<file path="config.mk">
export PLATFORM = sky130hd
export DESIGN_NAME = intr_msg_queue
export DESIGN_NICKNAME = d
export VERILOG_FILES = /design/src/rtl/hmq_pkg.sv /design/src/rtl/hmq_rr_arb.sv /design/src/rtl/hmq_ring_ctl.sv /design/src/rtl/intr_msg_queue.sv
export SDC_FILE = /design/constraint.sdc
export NUM_CORES = 1
export LEC_CHECK = 0
export BUFFER_PORTS_ARGS = -buffer_cell sky130_fd_sc_hd__buf_2
export CORE_MARGIN = 3
export CORE_UTILIZATION = 50
export DETAILED_ROUTE_END_ITERATION = 16
export PLACE_DENSITY = 0.93
export SYNTH_ARGS = -nofsm -noshare
export SYNTH_HDL_FRONTEND = slang
export SYNTH_SLANG_ARGS = --single-unit
</file>
<file path="constraint.sdc">
create_clock -name clk -period 9.05 [get_ports clk]
set_input_delay 1.81 -clock clk [delete_from_list [all_inputs] [get_ports clk]]
set_output_delay 1.81 -clock clk [all_outputs]
set_load 0.02 [all_outputs]
</file>
<file path="src/rtl/hmq_pkg.sv">
package hmq_pkg;
  localparam int MSG_W = 64;

  typedef enum logic [7:0] {
    OPC_RELEASE  = 8'h01,
    OPC_NONEMPTY = 8'h02,
    OPC_QACK     = 8'h03
  } opc_e;

  typedef struct packed {
    logic [7:0]  opc;
    logic [7:0]  chan;
    logic [15:0] bidx;
    logic [31:0] cnt;
  } msg_t;

  function automatic msg_t fmt_msg(opc_e o, logic [7:0] ch, logic [15:0] b, logic [31:0] c);
    msg_t m;
    m.opc  = o;
    m.chan = ch;
    m.bidx = b;
    m.cnt  = c;
    return m;
  endfunction
endpackage

</file>
<file path="src/rtl/hmq_rr_arb.sv">
module hmq_rr_arb #(
  parameter int N = 5,
  localparam int IW = (N > 1) ? $clog2(N) : 1
) (
  input  logic          clk,
  input  logic          rst,
  input  logic [N-1:0]  req,
  input  logic          en,
  output logic [N-1:0]  gnt,
  output logic [IW-1:0] gidx,
  output logic          any
);
  logic [IW-1:0] last;

  // search cyclically starting just after the last winner
  always_comb begin
    any  = 1'b0;
    gidx = '0;
    for (int off = 1; off <= N; off++) begin
      int k;
      k = int'(last) + off;
      if (k >= N) k = k - N;
      if (!any && req[k]) begin
        any  = 1'b1;
        gidx = IW'(k);
      end
    end
    gnt = '0;
    if (en && any) gnt[gidx] = 1'b1;
  end

  always_ff @(posedge clk) begin
    if (rst) last <= IW'(N - 1);
    else if (en && any) last <= gidx;
  end

  AST_WINNER_REQUESTS: assert property (@(posedge clk) disable iff (rst)
    (|gnt) |-> (gnt & req) == gnt) else $error("grant without request");
endmodule

</file>
<file path="src/rtl/hmq_ring_ctl.sv">
module hmq_ring_ctl #(
  parameter int AW = 3
) (
  input  logic        clk,
  input  logic        rst,
  input  logic        commit,
  input  logic        host_we,
  input  logic [AW:0] host_rp,
  output logic [AW:0] wp,
  output logic        room,
  output logic        irq
);
  localparam int PW = AW + 1;
  localparam logic [PW-1:0] DEPTH = PW'(1) << AW;

  logic [PW-1:0] rp, used, adv, wp_n, rp_n;
  logic          pend, ack_ok, pend_tmp, irq_n;

  always_comb begin
    used     = wp - rp;
    adv      = host_rp - rp;
    ack_ok   = host_we && (adv <= used);
    wp_n     = wp + PW'(commit);
    rp_n     = ack_ok ? host_rp : rp;
    pend_tmp = pend && !ack_ok;
    // interrupt whenever messages wait and host is not already servicing
    irq_n    = !pend_tmp && (wp_n != rp_n);
    room     = used < DEPTH;
  end

  always_ff @(posedge clk) begin
    if (rst) begin
      wp   <= '0;
      rp   <= '0;
      pend <= 1'b0;
      irq  <= 1'b0;
    end else begin
      wp   <= wp_n;
      rp   <= rp_n;
      pend <= pend_tmp | irq_n;
      irq  <= irq_n;
    end
  end

  AST_NO_OVERFLOW: assert property (@(posedge clk) disable iff (rst)
    (wp - rp) <= DEPTH) else $error("ring overflow");
  AST_BAD_ACK_IGNORED: assert property (@(posedge clk) disable iff (rst)
    host_we && ((host_rp - rp) > (wp - rp)) |=> rp == $past(rp)) else $error("bad pointer taken");
  AST_IRQ_ONCE: assert property (@(posedge clk) disable iff (rst)
    irq && !host_we |=> !irq) else $error("repeated irq");
endmodule

</file>
<file path="src/rtl/intr_msg_queue.sv">
module intr_msg_queue #(
  parameter int          NSRC    = 4,
  parameter int          AW      = 3,
  parameter logic [31:0] TBL_LEN = 32'h0000_0140
) (
  input  logic               clk,
  input  logic               rst,
  input  logic [NSRC-1:0]    src_req,
  input  logic [NSRC-1:0]    src_kind,
  input  logic [NSRC*16-1:0] src_bidx,
  input  logic [NSRC*32-1:0] src_cnt,
  output logic [NSRC-1:0]    src_gnt,
  input  logic               quiesce_req,
  output logic               quiesce_gnt,
  output logic               mem_wr_valid,
  input  logic               mem_wr_ready,
  output logic [AW-1:0]      mem_wr_addr,
  output logic [63:0]        mem_wr_data,
  input  logic               host_rp_we,
  input  logic [AW:0]        host_rp,
  output logic               irq
);
  import hmq_pkg::*;

  localparam int NS = NSRC + 1;
  localparam int IW = (NS > 1) ? $clog2(NS) : 1;

  msg_t          cand [NS];
  logic [NS-1:0] req_all, gnt_c;
  logic [IW-1:0] gidx;
  logic          any, arb_en, commit, room;
  logic [AW:0]   wp;

  assign req_all = {quiesce_req, src_req};
  assign commit  = mem_wr_valid && mem_wr_ready;
  assign arb_en  = !mem_wr_valid && room;

  // message formatting per requester
  for (genvar i = 0; i < NSRC; i++) begin : g_fmt
    always_comb begin
      if (src_kind[i])
        cand[i] = fmt_msg(OPC_NONEMPTY, 8'(i + 1), 16'h0, 32'h0);
      else
        cand[i] = fmt_msg(OPC_RELEASE, 8'(i + 1), src_bidx[i*16 +: 16], src_cnt[i*32 +: 32]);
    end
  end
  assign cand[NSRC] = fmt_msg(OPC_QACK, 8'h00, 16'h0, TBL_LEN);

  hmq_rr_arb #(.N(NS)) arb_i (
    .clk  (clk),
    .rst  (rst),
    .req  (req_all),
    .en   (arb_en),
    .gnt  (gnt_c),
    .gidx (gidx),
    .any  (any)
  );

  hmq_ring_ctl #(.AW(AW)) ctl_i (
    .clk     (clk),
    .rst     (rst),
    .commit  (commit),
    .host_we (host_rp_we),
    .host_rp (host_rp),
    .wp      (wp),
    .room    (room),
    .irq     (irq)
  );

  always_ff @(posedge clk) begin
    if (rst) begin
      mem_wr_valid <= 1'b0;
      mem_wr_addr  <= '0;
      mem_wr_data  <= '0;
      src_gnt      <= '0;
      quiesce_gnt  <= 1'b0;
    end else begin
      src_gnt     <= gnt_c[NSRC-1:0];
      quiesce_gnt <= gnt_c[NSRC];
      if (arb_en && any) begin
        mem_wr_valid <= 1'b1;
        mem_wr_data  <= cand[gidx];
        mem_wr_addr  <= wp[AW-1:0];
      end else if (commit) begin
        mem_wr_valid <= 1'b0;
      end
    end
  end

  AST_HOLD_WHILE_STALLED: assert property (@(posedge clk) disable iff (rst)
    mem_wr_valid && !mem_wr_ready |=> mem_wr_valid && $stable(mem_wr_data) && $stable(mem_wr_addr))
    else $error("write changed while stalled");
  AST_ONE_GRANT: assert property (@(posedge clk) disable iff (rst)
    $onehot0({quiesce_gnt, src_gnt})) else $error("multiple grants");
  AST_GNT_STARTS_WRITE: assert property (@(posedge clk) disable iff (rst)
    (|{quiesce_gnt, src_gnt}) |-> $rose(mem_wr_valid)) else $error("grant without new write");
  AST_CH0_ONLY_QACK: assert property (@(posedge clk) disable iff (rst)
    mem_wr_valid && mem_wr_data[55:48] == 8'h00 |-> mem_wr_data[63:56] == 8'h03 && mem_wr_data[31:0] == TBL_LEN)
    else $error("channel 0 misuse");
endmodule

</file>
Word level (Yosys, flattened, before mapping) --
Index checks and enable logic that the tools add are counted.
Cells by class: magnitude comparators 15, reduce and logical (&&, ||, !) cells 20, muxes and demuxes 42, bitwise gates (word level) 3, equal/unequal tests 1, add/sub/neg operators 13
Operators with widths (count):
- $mux W58 | 4
- $bmux W64 S3 | 1
- $ge A32 B4 Y1 const B | 5
- $lt A32 B5 Y1 const B | 5
- $mux W32 | 5
- $sub A32 B4 Y32 const B | 5
- $mux W64 | 2
- $mux W1 | 18
- $bmux W1 S3 | 5
- $mux W3 | 5
- $logic_and A1 B1 Y1 | 11
- $add A3 B2 Y4 const B | 2
- $add A3 B3 Y4 const B | 2
- $sub A4 B4 Y4 | 2
- $logic_not A1 Y1 | 7
- $add A3 B1 Y4 const B | 1
- $add A4 B1 Y4 | 1
- $ge A4 B4 Y1 const B | 1
- $le A4 B4 Y1 | 1
- $lt A3 B4 Y1 const B | 1
- $lt A4 B4 Y1 const B | 1
- $mux W4 | 1
- $ne A4 B4 Y1 | 1
- $not A3 Y4 | 1
- other kinds (6) | 6
Storage, ports and cells: output and inout port bits 74, bits in registers 86

Logic depth before layout (Yosys ltp) --
depth in word-level cells 23, mapped depth 20, mapped depth without buffers 17

Modules after synthesis --
From an unflattened synthesis, not the netlist that was laid out.
Second synthesis, totals: cells, all modules 728, area, all modules 6520.0 µm²
By module, submodules not included:
- intr_msg_queue | sequential area each 1241.2 µm², cells an instance 435, area each 4219.0 µm², times used 1
- hmq_rr_arb | sequential area each 60.1 µm², cells an instance 195, area each 1427.6 µm², times used 1
- hmq_ring_ctl | sequential area each 200.2 µm², cells an instance 98, area each 873.3 µm², times used 1

Worst setup path before layout --
No wires, ideal clock.
path kind in2reg, start point input host_rp[0], end point register ctl_i.pend, arrival time 4193 ps, stages 14, path slack 4726 ps, cells stage by stage inv_1 > ha_1 > fa_1 > inv_1 > ha_1 > nor2b_1 > o21ai_0 > nand2b_1 > a21oi_1 > o21ai_1 > mux2i_1 > xnor2_1 > a41o_1 > o21ai_0
Between the ends: cells in the longest elaborated chain, start to end 8
RTL lines:
- from (decl) | RTL line intr_msg_queue.sv:20 | input logic [AW:0] host_rp,
- parallel branches: the longest is 7 deep, another holds $sub A4 B4 Y4
- $or A1 B1 Y1 (*) | RTL line hmq_ring_ctl.sv:40 | pend <= pend_tmp | irq_n;
- to (signal assigned) | RTL line hmq_ring_ctl.sv:40
- to (decl) | RTL line hmq_ring_ctl.sv:17 | logic pend, ack_ok, pend_tmp, irq_n;
Every way passes the cells marked *. A chain may end at the register's enable or synchronous reset.

Final worst setup path --
start point input src_req[3], end point register mem_wr_data[23]
Between the ends: cells in the longest elaborated chain, start to end 20
RTL lines:
- from (decl) | RTL line intr_msg_queue.sv:8 | input logic [NSRC-1:0] src_req,
- $bmux W1 S3 | RTL line hmq_rr_arb.sv:23 | if (!any && req[k]) begin
- $mux W1 (not written as such) (2 in a row) | RTL line hmq_rr_arb.sv:23
- $mux W1 | RTL line hmq_rr_arb.sv:23
- $logic_not A1 Y1 | RTL line hmq_rr_arb.sv:23
- $logic_and A1 B1 Y1 | RTL line hmq_rr_arb.sv:23
- $mux W1 | RTL line hmq_rr_arb.sv:23
- $logic_not A1 Y1 | RTL line hmq_rr_arb.sv:23
- $logic_and A1 B1 Y1 | RTL line hmq_rr_arb.sv:23
- [... 2 more ...]
- $logic_and A1 B1 Y1 | RTL line hmq_rr_arb.sv:23
- $mux W1 | RTL line hmq_rr_arb.sv:23
- $logic_not A1 Y1 | RTL line hmq_rr_arb.sv:23
- $logic_and A1 B1 Y1 | RTL line hmq_rr_arb.sv:23
- $mux W3 | RTL line hmq_rr_arb.sv:23
- $not A3 Y4 (not written as such) | RTL line intr_msg_queue.sv:82 | mem_wr_data <= cand[gidx];
- $bmux W64 S3 | RTL line intr_msg_queue.sv:82
- $mux W64 (not written as such) (2 in a row) | RTL line intr_msg_queue.sv:82
- to (signal assigned) | RTL line intr_msg_queue.sv:82
- to (decl) | RTL line intr_msg_queue.sv:18 | output logic [63:0] mem_wr_data,
Several ways; a longest one is shown, not always the timed one. The select of a mux whose other input is x is not followed.

==> summary.md <==
| Metric | Value |
|---|---|
| Post-layout util | 64.3% |
| Sequential fraction of the synthesis area | 23.7% |
| Hold Path Class | reg -> reg |
| Global Route Usage Sum | 29.2% |
| Vias per cell | 5.95 |
| Worst setup path startpoint | src_req[3] |
| Postcts setup bufs | 0 |
| Clk buf depth | 2 |
| Setup crit end | mem_wr_data[23]$_SDFFE_PP0P_ |
| Final total power | 0.00319 W |
| Hpwl dp | 16200 microns |
| Number of buffers added on ports | 271 |
| PD cells | 407 nW/um^2 |
| Max cap viols | 0 |
| Max VDD drop | 0.000651 V |
| Starting Density | 51.9% |
| RSZ-0062 raised after global routing | false |
| Starting DRT DRC Count | 715 |
| Register-to-Register Path Depth | 12 |
| Power share of the clock group | 10.4% |
| CTS Buf Count | 9 |
| Worst path required time | 9.32 ns |
| Worst skew pair latency | 0.32 ns |
| Post-Syn Area | 6330 sq um |
| CP max FO | 52 |
| Die Wd | 119 microns |
| Gp weighted congestion | 0.939 |
| Post-synthesis cell type count | 76 |
| DRC errors left | 0 |
| DR WL/cell | 19.3 microns |
| Flops & latches, synth | 75 |
| Layout cells sized above 1 | 33.1% |
| Slew HR | 22.2% |
| Most frequent cells in the layout | buf_2 (271), nand3b_1 (95), dfxtp_1 (75), o21ai_0 (56), nand2b_1 (56) |
| Worst R2R Setup Slack | 3.88 ns |
| CTS resizes | 0 |
| Worst R2R End | mem_wr_data[23]$_SDFFE_PP0P_ |
| H-Tree Depth | 3 |
| TritonCTS clock tree | yes |
| Final #Nets | 1195 |
| Pins Over Slew Limit | 0 |
| Clk sinks | 75 |
| Initial antenna violation count | 9 |
| Core area | 12200 sq um |
| Vias | 6780 |
| Number of flops mapped to enable cells by yosys | 0 |
| Clk pin slew, worst setup/hold paths | 0.06 ns |
| Area share of the largest cell type after synthesis | 23.7% |
| Share of flip-flops with an asynchronous set or reset | 0% |
| Comb power frac | 75.1% |
| Final Cycle Share | 57.3% |
| DR pass1 iterations | 6 |
| Area grow syn2layout | 23.9% |
| Vias in the first global route | 6336 |
| Status | completed |
| Sequential Power Share | 14.5% |
| Leading post-synthesis cells by cell area | dfxtp_1 (24%), nand3b_1 (11%), a221o_1 (7.3%), or3b_1 (6.4%), a211oi_1 (5.8%) |
| Switching Share | 55.8% |
| Die height | 119 microns |
| GR Overflow Total | 0 |
| First-pass GRT wire length | 33500 microns |
| Main synth FF type | dfxtp_1 |
| Most common cell after layout, fill and taps aside | buf_2 |
| Fmax | 193 MHz |
| Hold-fix buffers at CTS | 0 |
| Int Pwr | 0.00141 W |
| Final min period | 5.18 ns |
| CP Capture Type | register |
| Final Hold Fails | 0 |
| Post-synthesis cell count | 751 |
| Final setup violation count | 0 |
| Critical path arrival | 5.45 ns |
| Routed WL | 22000 microns |
| Worst R2R Start | arb_i.last[1]$_SDFFE_PP0P_ |
| Critical path type | in -> reg |
| Die footprint | 14100 sq um |
| Skew final | 0.00779 ns |
| Largest net degree at the start of global routing | 203 |
| I/O pin count | 283 |
| Antenna Nets Post-Route | 0 |
| Final worst setup slack | 3.87 ns |
| Switching pwr | 0.00178 W |
| Post-synthesis average cell area | 8.44 sq um |
| Lkg Pwr | 3.37 nW |
| CP Launch Type | input port |
| Slew at the pin closest to its max-slew limit | 1.17 ns |
| Post-synth top area cell | dfxtp_1 |
| # rows | 40 |
| Clock root cell | clkbuf_16 |
| Synth Warn # | 0 |
| Total Neg Setup Slack | 0 ns |
| Place WS | 3.60 ns |
[kinds of logic (layout without fill, tap and decap cells)]
family	after synthesis	in the layout	synth area share [%]
adder cells (fa/ha/maj)	26	26	5.49
other	1	19	0.0592
buffers and inverters	107	309	8.14
AND/OR/NAND/NOR	289	289	31.4
XOR/XNOR	17	17	2.35
AO/OA/AOI/OAI	218	218	25.7
multiplexers	18	18	3.18
flip-flops	75	75	23.7
[synthesized netlist by cell type, drive strengths merged, types with 6 or more instances]
| master | count |
|---|---|
| a211oi | 50 |
| nand2b | 58 |
| nand3b | 96 |
| o21ai | 58 |
| ha | 23 |
| a221o | 46 |
| nand2 | 14 |
| buf | 42 |
| nand3 | 9 |
| clkbuf | 44 |
| nor3 | 6 |
| inv | 21 |
| dfxtp | 75 |
| or3b | 48 |
| xnor2 | 13 |
| a21oi | 19 |
| mux2i | 13 |
| nor2 | 27 |
[worst min path at each step]
stage / start / end / slack (ns) / depth (start not counted)
finish: ctl_i.pend$_SDFF_PP0_ / ctl_i.irq$_SDFF_PP0_ / 0.44 / 1
global route: ctl_i.pend$_SDFF_PP0_ / ctl_i.irq$_SDFF_PP0_ / 0.46 / 1
CTS: ctl_i.pend$_SDFF_PP0_ / ctl_i.irq$_SDFF_PP0_ / 0.43 / 1
detailed placement: ctl_i.pend$_SDFF_PP0_ / ctl_i.irq$_SDFF_PP0_ / 0.43 / 1
global placement: ctl_i.pend$_SDFF_PP0_ / ctl_i.irq$_SDFF_PP0_ / 0.42 / 1
floorplan: ctl_i.pend$_SDFF_PP0_ / ctl_i.irq$_SDFF_PP0_ / 0.40 / 1
[metal layers]
metal | vias up | part of all wire (%) | GRT usage, %
met5 | - | 0.087 | 0
met4 | 4 | 4.0 | 14.2
met3 | 59 | 8.5 | 5.98
met2 | 343 | 48 | 48.0
met1 | 3143 | 39 | 36.4
li1 | 3231 | - | -
[stage by stage]
step                hold slack, ns  std cells  area [sq um]
floorplan                    0.404        761          6370
global route                 0.457       1138          7850
global placement             0.425       1117          7560
finish                       0.436       1139          7850
CTS                          0.434       1131          7830
detailed placement           0.426       1117          7560
[flip-flops by register name (all words and copies together), names as in the netlist]
register	cells
mem_wr_valid	1
ctl_i.rp	4
ctl_i.pend	1
src_gnt	4
quiesce_gnt	1
ctl_i.irq	1
ctl_i.wp	4
mem_wr_data	53
arb_i.last	3
mem_wr_addr	3
[power by group through the flow]
stage          combinational (W)  sequential (W)  clock (W)
2_1_floorplan            0.00191        0.000511          0
3_3_place_gp             0.00230        0.000468          0
3_5_place_dp             0.00236        0.000469          0
4_1_cts                  0.00236        0.000463   0.000333
5_1_grt                  0.00264        0.000472   0.000347
6_report                 0.00240        0.000464   0.000331
[cell type report]
class | count | area, sq um
Sequential cell | 75 | 1500
Antenna cell | 8 | 20.0
Tap cell | 168 | 210
Clock buffer | 10 | 239
Clock inverter | 4 | 28.8
Fill cell | 1081 | 4360
Multi-Input combinational cell | 579 | 4380
Timing Repair Buffer | 274 | 1390
Inverter | 21 | 78.8
[critical path, stage by stage]
cell	delay, ns
buf_2	0.16
nor2b_1	0.17
a21oi_1	0.08
mux4_2	0.51
o21ai_0	0.17
a31o_2	0.16
nor2_1	0.06
a21oi_2	0.74
nand2b_2	0.87
a211oi_1	0.53
a221o_1	0.17
Note: power is estimated with default switching activity, not from simulation.
